**config.mk**
```make
export PLATFORM = sky130hd
export DESIGN_NAME = rtc_calendar
export DESIGN_NICKNAME = d
export VERILOG_FILES = /design/src/rtl/rtc_pkg.sv /design/src/rtl/rtc_prescaler.sv /design/src/rtl/rtc_hour_next.sv /design/src/rtl/rtc_date_next.sv /design/src/rtl/rtc_calendar.sv
export SDC_FILE = /design/constraint.sdc
export NUM_CORES = 1
export LEC_CHECK = 0
export ABC_AREA = 1
export BUFFER_PORTS_ARGS = -buffer_cell sky130_fd_sc_hd__buf_2
export CORE_MARGIN = 3
export CORE_UTILIZATION = 40
export DETAILED_ROUTE_END_ITERATION = 8
export GPL_ROUTABILITY_DRIVEN = 1
export HOLD_SLACK_MARGIN = 0.12
export SLEW_MARGIN = 20
export SYNTH_ARGS = -nofsm -noshare
export SYNTH_HDL_FRONTEND = slang
export SYNTH_SLANG_ARGS = --single-unit
export TNS_END_PERCENT = 50
```
**constraint.sdc**
```tcl
create_clock -name clk -period 2.7 [get_ports clk]
set_input_delay 0.27 -clock clk [delete_from_list [all_inputs] [get_ports clk]]
set_output_delay 0.27 -clock clk [all_outputs]
set_load 0.02 [all_outputs]
```
**src/rtl/rtc_pkg.sv**
```systemverilog
package rtc_pkg;
   localparam int NUM_REGS = 7;
   localparam int ADDR_W   = 3;
   localparam int BYTE_W   = 8;

   localparam int I_SEC  = 0;
   localparam int I_MIN  = 1;
   localparam int I_HOUR = 2;
   localparam int I_WDAY = 3;
   localparam int I_MDAY = 4;
   localparam int I_MON  = 5;
   localparam int I_YEAR = 6;

   // increment one packed BCD byte (caller keeps it in range)
   function automatic logic [7:0] bcd_inc(input logic [7:0] v);
      if (v[3:0] == 4'd9) return {v[7:4] + 4'd1, 4'd0};
      return {v[7:4], v[3:0] + 4'd1};
   endfunction

   // last day of a BCD month; 10*T+U is divisible by 4 iff 2*T+U is
   function automatic logic [7:0] month_len(input logic [4:0] mon, input logic [7:0] yr);
      logic [4:0] s;
      s = {yr[7:4], 1'b0} + {1'b0, yr[3:0]};
      case (mon)
         5'h02:                      return (s[1:0] == 2'd0) ? 8'h29 : 8'h28;
         5'h04, 5'h06, 5'h09, 5'h11: return 8'h30;
         default:                    return 8'h31;
      endcase
   endfunction

   function automatic logic [7:0] reset_value(input int idx);
      case (idx)
         I_WDAY, I_MDAY, I_MON: return 8'h01;
         default:               return 8'h00;
      endcase
   endfunction
endpackage

```
**src/rtl/rtc_prescaler.sv**
```systemverilog
module rtc_prescaler #(
   parameter int TICKS_PER_SEC = 32768,
   parameter bit HAS_SQW       = 1'b1
) (
   input  logic clk,
   input  logic rst_n,
   input  logic tick_en_i,
   input  logic restart_i,
   input  logic sqw_en_i,
   output logic strobe_o,
   output logic sqw_o
);
   localparam int CW = (TICKS_PER_SEC > 2) ? $clog2(TICKS_PER_SEC) : 1;
   localparam logic [CW-1:0] LAST   = CW'(TICKS_PER_SEC - 1);
   localparam logic [CW-1:0] HALF_C = CW'(TICKS_PER_SEC / 2);

   if (TICKS_PER_SEC < 2 || (TICKS_PER_SEC % 2) != 0) begin : g_bad_ticks
      $error("rtc_prescaler: TICKS_PER_SEC must be even and at least 2");
   end

   logic [CW-1:0] cnt;

   // a restart in the wrap cycle cancels the update
   assign strobe_o = tick_en_i && (cnt == LAST) && !restart_i;

   always_ff @(posedge clk or negedge rst_n) begin
      if (!rst_n)         cnt <= '0;
      else if (restart_i) cnt <= '0;
      else if (tick_en_i) cnt <= (cnt == LAST) ? '0 : cnt + CW'(1);
   end

   if (HAS_SQW) begin : g_sqw
      assign sqw_o = sqw_en_i && (cnt >= HALF_C);
   end else begin : g_no_sqw
      assign sqw_o = 1'b0;
   end
endmodule

```
**src/rtl/rtc_hour_next.sv**
```systemverilog
module rtc_hour_next
   import rtc_pkg::*;
(
   input  logic [7:0] hour_i,
   output logic [7:0] hour_o,
   output logic       day_o
);
   always_comb begin
      hour_o = hour_i;
      day_o  = 1'b0;
      if (hour_i[6]) begin
         case (hour_i[4:0])
            5'h11: begin
               hour_o = {hour_i[7:6], ~hour_i[5], 5'h12};
               day_o  = hour_i[5];
            end
            5'h12:   hour_o = {hour_i[7:5], 5'h01};
            default: hour_o = {hour_i[7:5], 5'h00} | (bcd_inc({3'b000, hour_i[4:0]}) & 8'h1F);
         endcase
      end else begin
         if (hour_i[5:0] == 6'h23) begin
            hour_o = {hour_i[7:6], 6'h00};
            day_o  = 1'b1;
         end else begin
            hour_o = {hour_i[7:6], 6'h00} | (bcd_inc({2'b00, hour_i[5:0]}) & 8'h3F);
         end
      end
   end
endmodule

```
**src/rtl/rtc_date_next.sv**
```systemverilog
module rtc_date_next
   import rtc_pkg::*;
(
   input  logic [7:0] mday_i,
   input  logic [7:0] mon_i,
   input  logic [7:0] year_i,
   output logic [7:0] mday_o,
   output logic [7:0] mon_o,
   output logic [7:0] year_o
);
   logic [7:0] last_day;
   assign last_day = month_len(mon_i[4:0], year_i);

   always_comb begin
      mday_o = bcd_inc(mday_i);
      mon_o  = mon_i;
      year_o = year_i;
      if (mday_i == last_day) begin
         mday_o = 8'h01;
         if (mon_i[4:0] == 5'h12) begin
            mon_o  = {mon_i[7] ^ (year_i == 8'h99), mon_i[6:5], 5'h01};
            year_o = (year_i == 8'h99) ? 8'h00 : bcd_inc(year_i);
         end else begin
            mon_o = {mon_i[7:5], 5'h00} | (bcd_inc({3'b000, mon_i[4:0]}) & 8'h1F);
         end
      end
   end
endmodule

```
**src/rtl/rtc_calendar.sv**
```systemverilog
module rtc_calendar
   import rtc_pkg::*;
#(
   parameter int TICKS_PER_SEC = 32768,
   parameter bit HAS_SQW       = 1'b1
) (
   input  logic              clk,
   input  logic              rst_n,
   input  logic              tick_en,
   input  logic              sqw_en,
   input  logic              wr_en,
   input  logic [ADDR_W-1:0] wr_addr,
   input  logic [BYTE_W-1:0] wr_data,
   output logic [BYTE_W-1:0] t_sec,
   output logic [BYTE_W-1:0] t_min,
   output logic [BYTE_W-1:0] t_hour,
   output logic [BYTE_W-1:0] t_wday,
   output logic [BYTE_W-1:0] t_mday,
   output logic [BYTE_W-1:0] t_mon,
   output logic [BYTE_W-1:0] t_year,
   output logic              tick_sec,
   output logic              sqw
);
   if (NUM_REGS > (1 << ADDR_W)) begin : g_bad_addr
      $error("rtc_calendar: address width too small for register count");
   end

   logic [BYTE_W-1:0] regs  [NUM_REGS];
   logic [BYTE_W-1:0] adv_v [NUM_REGS];
   logic [BYTE_W-1:0] hour_nx, mday_nx, mon_nx, year_nx;
   logic strobe, sec_wr, day_wrap, sec_wrap, min_wrap, hour_step, day_step;

   assign sec_wr = wr_en && (wr_addr == ADDR_W'(I_SEC));

   rtc_prescaler #(.TICKS_PER_SEC(TICKS_PER_SEC), .HAS_SQW(HAS_SQW)) u_div (
      .clk(clk), .rst_n(rst_n), .tick_en_i(tick_en), .restart_i(sec_wr),
      .sqw_en_i(sqw_en), .strobe_o(strobe), .sqw_o(sqw));

   rtc_hour_next u_hour (.hour_i(regs[I_HOUR]), .hour_o(hour_nx), .day_o(day_wrap));

   rtc_date_next u_date (
      .mday_i(regs[I_MDAY]), .mon_i(regs[I_MON]), .year_i(regs[I_YEAR]),
      .mday_o(mday_nx), .mon_o(mon_nx), .year_o(year_nx));

   // one-second advance of the whole register set
   always_comb begin
      sec_wrap  = (regs[I_SEC] == 8'h59);
      min_wrap  = (regs[I_MIN] == 8'h59);
      hour_step = sec_wrap && min_wrap;
      day_step  = hour_step && day_wrap;
      adv_v[I_SEC]  = sec_wrap ? 8'h00 : bcd_inc(regs[I_SEC]);
      adv_v[I_MIN]  = !sec_wrap ? regs[I_MIN] : (min_wrap ? 8'h00 : bcd_inc(regs[I_MIN]));
      adv_v[I_HOUR] = hour_step ? hour_nx : regs[I_HOUR];
      adv_v[I_WDAY] = !day_step ? regs[I_WDAY] :
                      ((regs[I_WDAY] == 8'h07) ? 8'h01 : bcd_inc(regs[I_WDAY]));
      adv_v[I_MDAY] = day_step ? mday_nx : regs[I_MDAY];
      adv_v[I_MON]  = day_step ? mon_nx  : regs[I_MON];
      adv_v[I_YEAR] = day_step ? year_nx : regs[I_YEAR];
   end

   always_ff @(posedge clk or negedge rst_n) begin
      if (!rst_n) begin
         for (int i = 0; i < NUM_REGS; i++) regs[i] <= reset_value(i);
         tick_sec <= 1'b0;
      end else begin
         tick_sec <= strobe;
         for (int i = 0; i < NUM_REGS; i++) begin
            if (wr_en && wr_addr == ADDR_W'(i)) regs[i] <= wr_data;
            else if (strobe)                    regs[i] <= adv_v[i];
         end
      end
   end

   assign t_sec  = regs[I_SEC];
   assign t_min  = regs[I_MIN];
   assign t_hour = regs[I_HOUR];
   assign t_wday = regs[I_WDAY];
   assign t_mday = regs[I_MDAY];
   assign t_mon  = regs[I_MON];
   assign t_year = regs[I_YEAR];
endmodule

```
# After elaboration in Yosys (flattened, before gate mapping)
# Index checks and enable logic that the tools add are counted.
[op_classes] n_mux=77 add_sub_neg=17 n_reduce_logical=53 shifts=0 n_bitwise=5 n_eq_ne=32 multipliers=0 n_div=0 order_cmp=1
[op_table] op="2-to-1 mux 8 bit" count=41
[op_table] op="adder 4 x 1 -> 4 bit (second input constant)" count=12
[op_table] op="2-to-1 mux 15 bit" count=3
[op_table] op="2-to-1 mux 5 bit" count=8
[op_table] op="nonzero test 2 bit" count=17
[op_table] op="case mux 8 bit (2 select lines)" count=2
[op_table] op="== test 4 bit (second input constant)" count=7
[op_table] op="2-to-1 mux 6 bit" count=4
[op_table] op="== test 5 bit (second input constant)" count=4
[op_table] op="2-to-1 mux 1 bit" count=19
[op_table] op="== test 8 x 7 -> 1 bit (second input constant)" count=2
[op_table] op="OR 8 x 5 -> 8 bit" count=2
[op_table] op="adder 15 x 1 -> 15 bit (second input constant)" count=1
[op_table] op="== test 15 bit (second input constant)" count=1
[op_table] op=">= comparator 15 bit (second input constant)" count=1
[op_table] op="AND reduction 3 bit" count=5
[op_table] op="nonzero test 3 bit" count=5
[op_table] op="logical AND 1 bit" count=12
[op_table] op="== test 5 x 3 -> 1 bit (second input constant)" count=2
[op_table] op="AND reduction 2 bit" count=5
[op_table] op="AND reduction 5 bit" count=2
[op_table] op="== test 3 bit (second input constant)" count=3
[op_table] op="!= test 3 bit (second input constant)" count=3
[op_table] op="== test 8 x 3 -> 1 bit (second input constant)" count=1
[op_table] op="20 further kinds" count=23
[totals] in_bits=16 word_cells=202 romBits=0 out_inout_bits=58 reg_bits=72 mem_count=0 latch_bits=0 ramBits=0

# Logic depth before layout (Yosys ltp)
[depth] depth_word=15 mapped_depth=15 mapped_depth_nobuf=15

# By module
# Synthesis repeated with hierarchy kept, for this count alone.
[hier_totals] hier_cells=809 area_unflattened_um2=5514.0
[modules_own_cells] mod="rtc_calendar" n_inst=1 seq_area_each_um2=1430.1 area_each_um2=3380.7 cells_per_inst=440
[modules_own_cells] mod="rtc_date_next" n_inst=1 seq_area_each_um2=0.0 area_each_um2=959.7 cells_per_inst=187
[modules_own_cells] mod="rtc_prescaler" n_inst=1 seq_area_each_um2=375.4 area_each_um2=944.7 cells_per_inst=133
[modules_own_cells] mod="rtc_hour_next" n_inst=1 seq_area_each_um2=0.0 area_each_um2=229.0 cells_per_inst=49

# Worst setup path after synthesis
# OpenSTA, ideal clock, no wires.
[synth_path] path_type="flip-flop to flip-flop" start="register regs, in the netlist t_sec[1]" end="register regs, in the netlist t_mday[2]" path_slack_ns=0.851 stages_incl_launch_ff=16 synth_period_minus_slack_ns=1.849 setup_ns=0.117 required_time_ns=2.583 arrival_ns=1.733 path_buffers=0 cell_sequence="dfrtp_1 inv_1 ha_1 nand2_1 nor2_4 nand2_2 nor2_4 nand3_1 nand2_1 nand2_1 clkinv_2 nand2_1 nand2_1 nand2_1 nand2_1 nand2_1"
[synth_via] elab_chain_len=5
[synth_rtl] element="from (decl)" line_no="rtc_calendar.sv:28" rtl="logic [BYTE_W-1:0] regs [NUM_REGS];"
[synth_rtl] element="from (signal, indexed assignment)" line_no="rtc_calendar.sv:68" rtl="if (wr_en && wr_addr == ADDR_W'(i)) regs[i] <= wr_data;"
[synth_rtl] element="from (signal, indexed assignment)" line_no="rtc_calendar.sv:69" rtl="else if (strobe) regs[i] <= adv_v[i];"
[synth_rtl] element="== test 8 x 7 -> 1 bit" line_no="rtc_calendar.sv:47" rtl="sec_wrap = (regs[I_SEC] == 8'h59);"
[synth_rtl] element="logical AND 1 bit" line_no="rtc_calendar.sv:49" rtl="hour_step = sec_wrap && min_wrap;"
[synth_rtl] element="logical AND 1 bit" line_no="rtc_calendar.sv:50" rtl="day_step = hour_step && day_wrap;"
[synth_rtl] element="nonzero test 2 bit (no source line)"
[synth_rtl] element="AND reduction 2 bit (no source line)"
# Every way passes these cells.
# A chain may end at the register's enable or synchronous reset.

# Worst setup path after layout
[layout_path] start="register regs, in the netlist t_min[1]" end="register regs, in the netlist t_year[4]"
[layout_via] elab_chain_len=5
[layout_rtl] element="== test 8 x 7 -> 1 bit" line_no="rtc_calendar.sv:48" rtl="min_wrap = (regs[I_MIN] == 8'h59);"
[layout_rtl] element="logical AND 1 bit" line_no="rtc_calendar.sv:49"
[layout_rtl] element="logical AND 1 bit" line_no="rtc_calendar.sv:50"
[layout_rtl] element="nonzero test 2 bit (no source line)"
[layout_rtl] element="AND reduction 5 bit (no source line)"
# Every way passes these cells.

==> run_results.csv <==
group,metric,value,unit
grt,grt_overflow,0,
drt,drtAntennaViolNets,0,
placement,dp_hpwl,9250,um
pwr,combinationalPowerShare,32.6,%
cells_and_area,final_net_count,744,
clock_network,numCtsBuffers,9,
cells_and_area,layout-drive-gt1-share,18.6,%
setup_path,r2r_start,"t_min[1]$_DFFE_PN0P_",
synthesis,synth-seq-area-share,38.1,%
sta,rsz0062_at_grt,"no",
floorplanning,dieWidth,115,um
sta,setup_viol_count_final,0,
cells_and_area,final_cell_mix,"nand2_1 (143), inv_1 (76), buf_2 (73)",
synthesis,synth_ff_type,"dfrtp_1",
synthesis,synthDistinctLibCells,46,
cells_and_area,layout_commonest_cell,"nand2_1",
drt,avgRoutedWirePerCell,14.6,um
synthesis,yosysTopAreaCell,"dfrtp_1",
cells_and_area,multi_input_area,2570,um^2
drt,drt_wl_total,12400,um
sta,setup_tns,0,ns
setup_path,crit_type,"flip-flop to flip-flop",
grt,grt_max_degree,73,
setup_path,regToRegEndpoint,"t_year[4]$_DFFE_PN0P_",
synthesis,syn-cell-area,4740,um^2
pwr,switching_power,1610,uW
setup_path,r2r_setup_slack,0.58,ns
sta,worst_pin_slew,0.504,ns
placement,placedCellCount,838,
floorplanning,dieArea,13200,um^2
pwr,p_clk_share,28.2,%
synthesis,avgSynthCellArea,7.54,um^2
clock_network,cts_sinks,72,
hold_path,hp-class,"primary input to flip-flop",
sta,finClkSkew,0.00553,ns
drt,initialDrtViolationCount,280,
cells_and_area,area_growth,17.5,%
clock_network,holdBufCountCts,1,
synthesis,synth_edf_count,0,
floorplanning,dieHeight,115,um
setup_path,rr_worst_depth,13,
drt,viasPerCell,5.20,
synthesis,ys_warn_count,0,
floorplanning,io_pins,74,
pwr,p_seq_share,39.2,%
cells_and_area,n_fill_cell,1141,
synthesis,syn_inst,628,
floorplanning,initial_core_util,41.1,%
sta,relSlewSlack,66.3,%
synthesis,ys_async_sr_fraction,100,%
hold_path,whs_path_depth,3,
setup_path,worst_ep_required_time,2.92,ns
drt,drtPass1Iterations,5,
synthesis,yosys_register_bits,72,
pwr,p_int,2550,uW
pwr,swShare,38.7,%
cells_and_area,insertedDiodeCount,0,
clock_network,cts_repair_resize_count,0,
outcome,status,"complete, no violations",
setup_path,cp_max_fo,12,
floorplanning,coreArea,11500,um^2
run,drv_cap,0,
floorplanning,row_count,39,
clock_network,post_cts_buffers,0,
sta,post-route-min-period,2.12,ns
hold_path,hold_end,"t_mday[2]$_DFFE_PN0P_",
synthesis,yosys-top-cells-area,"dfrtp_1 (36%), nand2_1 (11%), inv_1 (6.0%)",
clock_network,clk_latency,0.34,ns
setup_path,arrival,2.35,ns
grt,gr-usage-all-layers,19.9,%
clock_network,h-tree-depth,3,
clock_network,cts_tree,"done",
drt,vias,4440,
placement,gp_congestion,0.914,
sta,slew_violations,0,
grt,grt_pass1_wl,20900,um
clock_network,cts-root-buf,"clkbuf_16",
sta,hold_viol,0,
pwr,p_leak,0.00281,uW
synthesis,synth_top_cell_area_share,36.5,%
sta,finalCritPeriodShare,78.7,%
pwr,p_per_area,747,nW/um^2
setup_path,cp-start-kind,"flip-flop",
placement,port_buffers,73,
pwr,vdd_ir_drop_max,301,uV
cells_and_area,seq_area,1810,um^2
hold_path,hold_start,"wr_data[2]",
grt,antenna_found_initial,0,
grt,first_global_vias,4291,
clock_network,clockBufferDepth,2,
drt,drc,0,
setup_path,end_kind,"flip-flop",
sta,timing.fmax,0.471,GHz
synthesis,syn_nets,665,
clock_network,clk_pin_slew,0.06,ns
cells_and_area,fin_cells,854,
==> synth_stat cells, types with 12 or more instances <==
cell	instances
a21oi_1	13
dfrtp_1	69
ha_1	21
inv_1	76
nand2_1	143
nand3_1	53
nor2_1	59
nor3_1	12
o21ai_0	48
o22ai_1	21
xor2_1	15
==> critical path: stages (launching register included) <==
cell and delay (ns):
dfrtp_1 0.42, inv_1 0.07, ha_1 0.13, nand2_1 0.05
nor2_1 0.17, nand2_1 0.15, nor2_4 0.14, nand3_1 0.11
nor2_2 0.16, nand3_1 0.11, nand2_2 0.20, nand2_1 0.15
nand2_1 0.08, nand2_1 0.05
==> worst max path at each step <==
stage | startpoint | endpoint | slack, ns | cells past startpoint
3_5_place_dp | t_min[1]$_DFFE_PN0P_ | t_year[4]$_DFFE_PN0P_ | 0.57 | 13
3_3_place_gp | t_sec[1]$_DFFE_PN0P_ | t_year[4]$_DFFE_PN0P_ | 0.60 | 13
6_report | t_min[1]$_DFFE_PN0P_ | t_year[4]$_DFFE_PN0P_ | 0.58 | 13
5_1_grt | t_min[1]$_DFFE_PN0P_ | t_year[4]$_DFFE_PN0P_ | 0.35 | 13
4_1_cts | t_sec[1]$_DFFE_PN0P_ | t_year[4]$_DFFE_PN0P_ | 0.55 | 13
2_1_floorplan | t_sec[1]$_DFFE_PN0P_ | t_mday[2]$_DFFE_PN0P_ | 0.85 | 15
==> stage by stage <==
| stage | setup slack [ns] | hold slack, ns | area (um^2) | power, uW | utilization [%] |
|---|---|---|---|---|---|
| after floorplan | 0.851 | -0.0256 | 4740 | 2540 | - |
| after global placement | 0.601 | 0.338 | 5260 | 2970 | 45.7 |
| after detailed placement | 0.571 | 0.342 | 5260 | 3000 | 45.7 |
| after CTS | 0.554 | 0.239 | 5560 | 4190 | 48.3 |
| after global routing | 0.347 | 0.267 | 5560 | 4440 | 48.3 |
| final | 0.575 | 0.241 | 5560 | 4150 | 48.3 |
==> flip-flops by register name, summed over array words and instances (netlist names) <==
signal	count
tick_sec	1
t_sec	8
t_mon	8
u_div.cnt	15
t_min	8
t_wday	8
t_year	8
t_hour	8
t_mday	8
==> area by class of cell <==
class	instances	area share, %
well taps	143	3.22
flip-flops and latches	72	32.4
clock buffers	13	5.04
inverters	83	5.62
clock inverters	2	0.225
multi-input cells	465	46.2
repair buffers	76	7.24
==> power groups by stage <==
stage,combinational [uW],sequential (uW),clock [uW]
after detailed placement,1360,1640,0
after global routing,1530,1670,1240
after floorplan,721,1820,0
after CTS,1370,1630,1200
final,1350,1630,1170
after global placement,1330,1640,0
==> cells by family (layout without fill, tap and decap cells) <==
logic type      after synthesis  after routing  share of synthesized area, %
simple gates                305            305                          30.0
compound gates              115            115                          14.3
flops                        72             72                          38.1
xor+xnor                     24             24                          4.44
fa+ha+maj                    21             21                          5.55
buf+inv                      91            174                          7.61
==> layer usage <==
metal  GRT usage (%)  wire length (um)
met5               0                 0
met4            9.62               357
met3            2.42               487
met2            32.5              5800
met1            26.4              5790
Power figures use the tool's default switching activity.
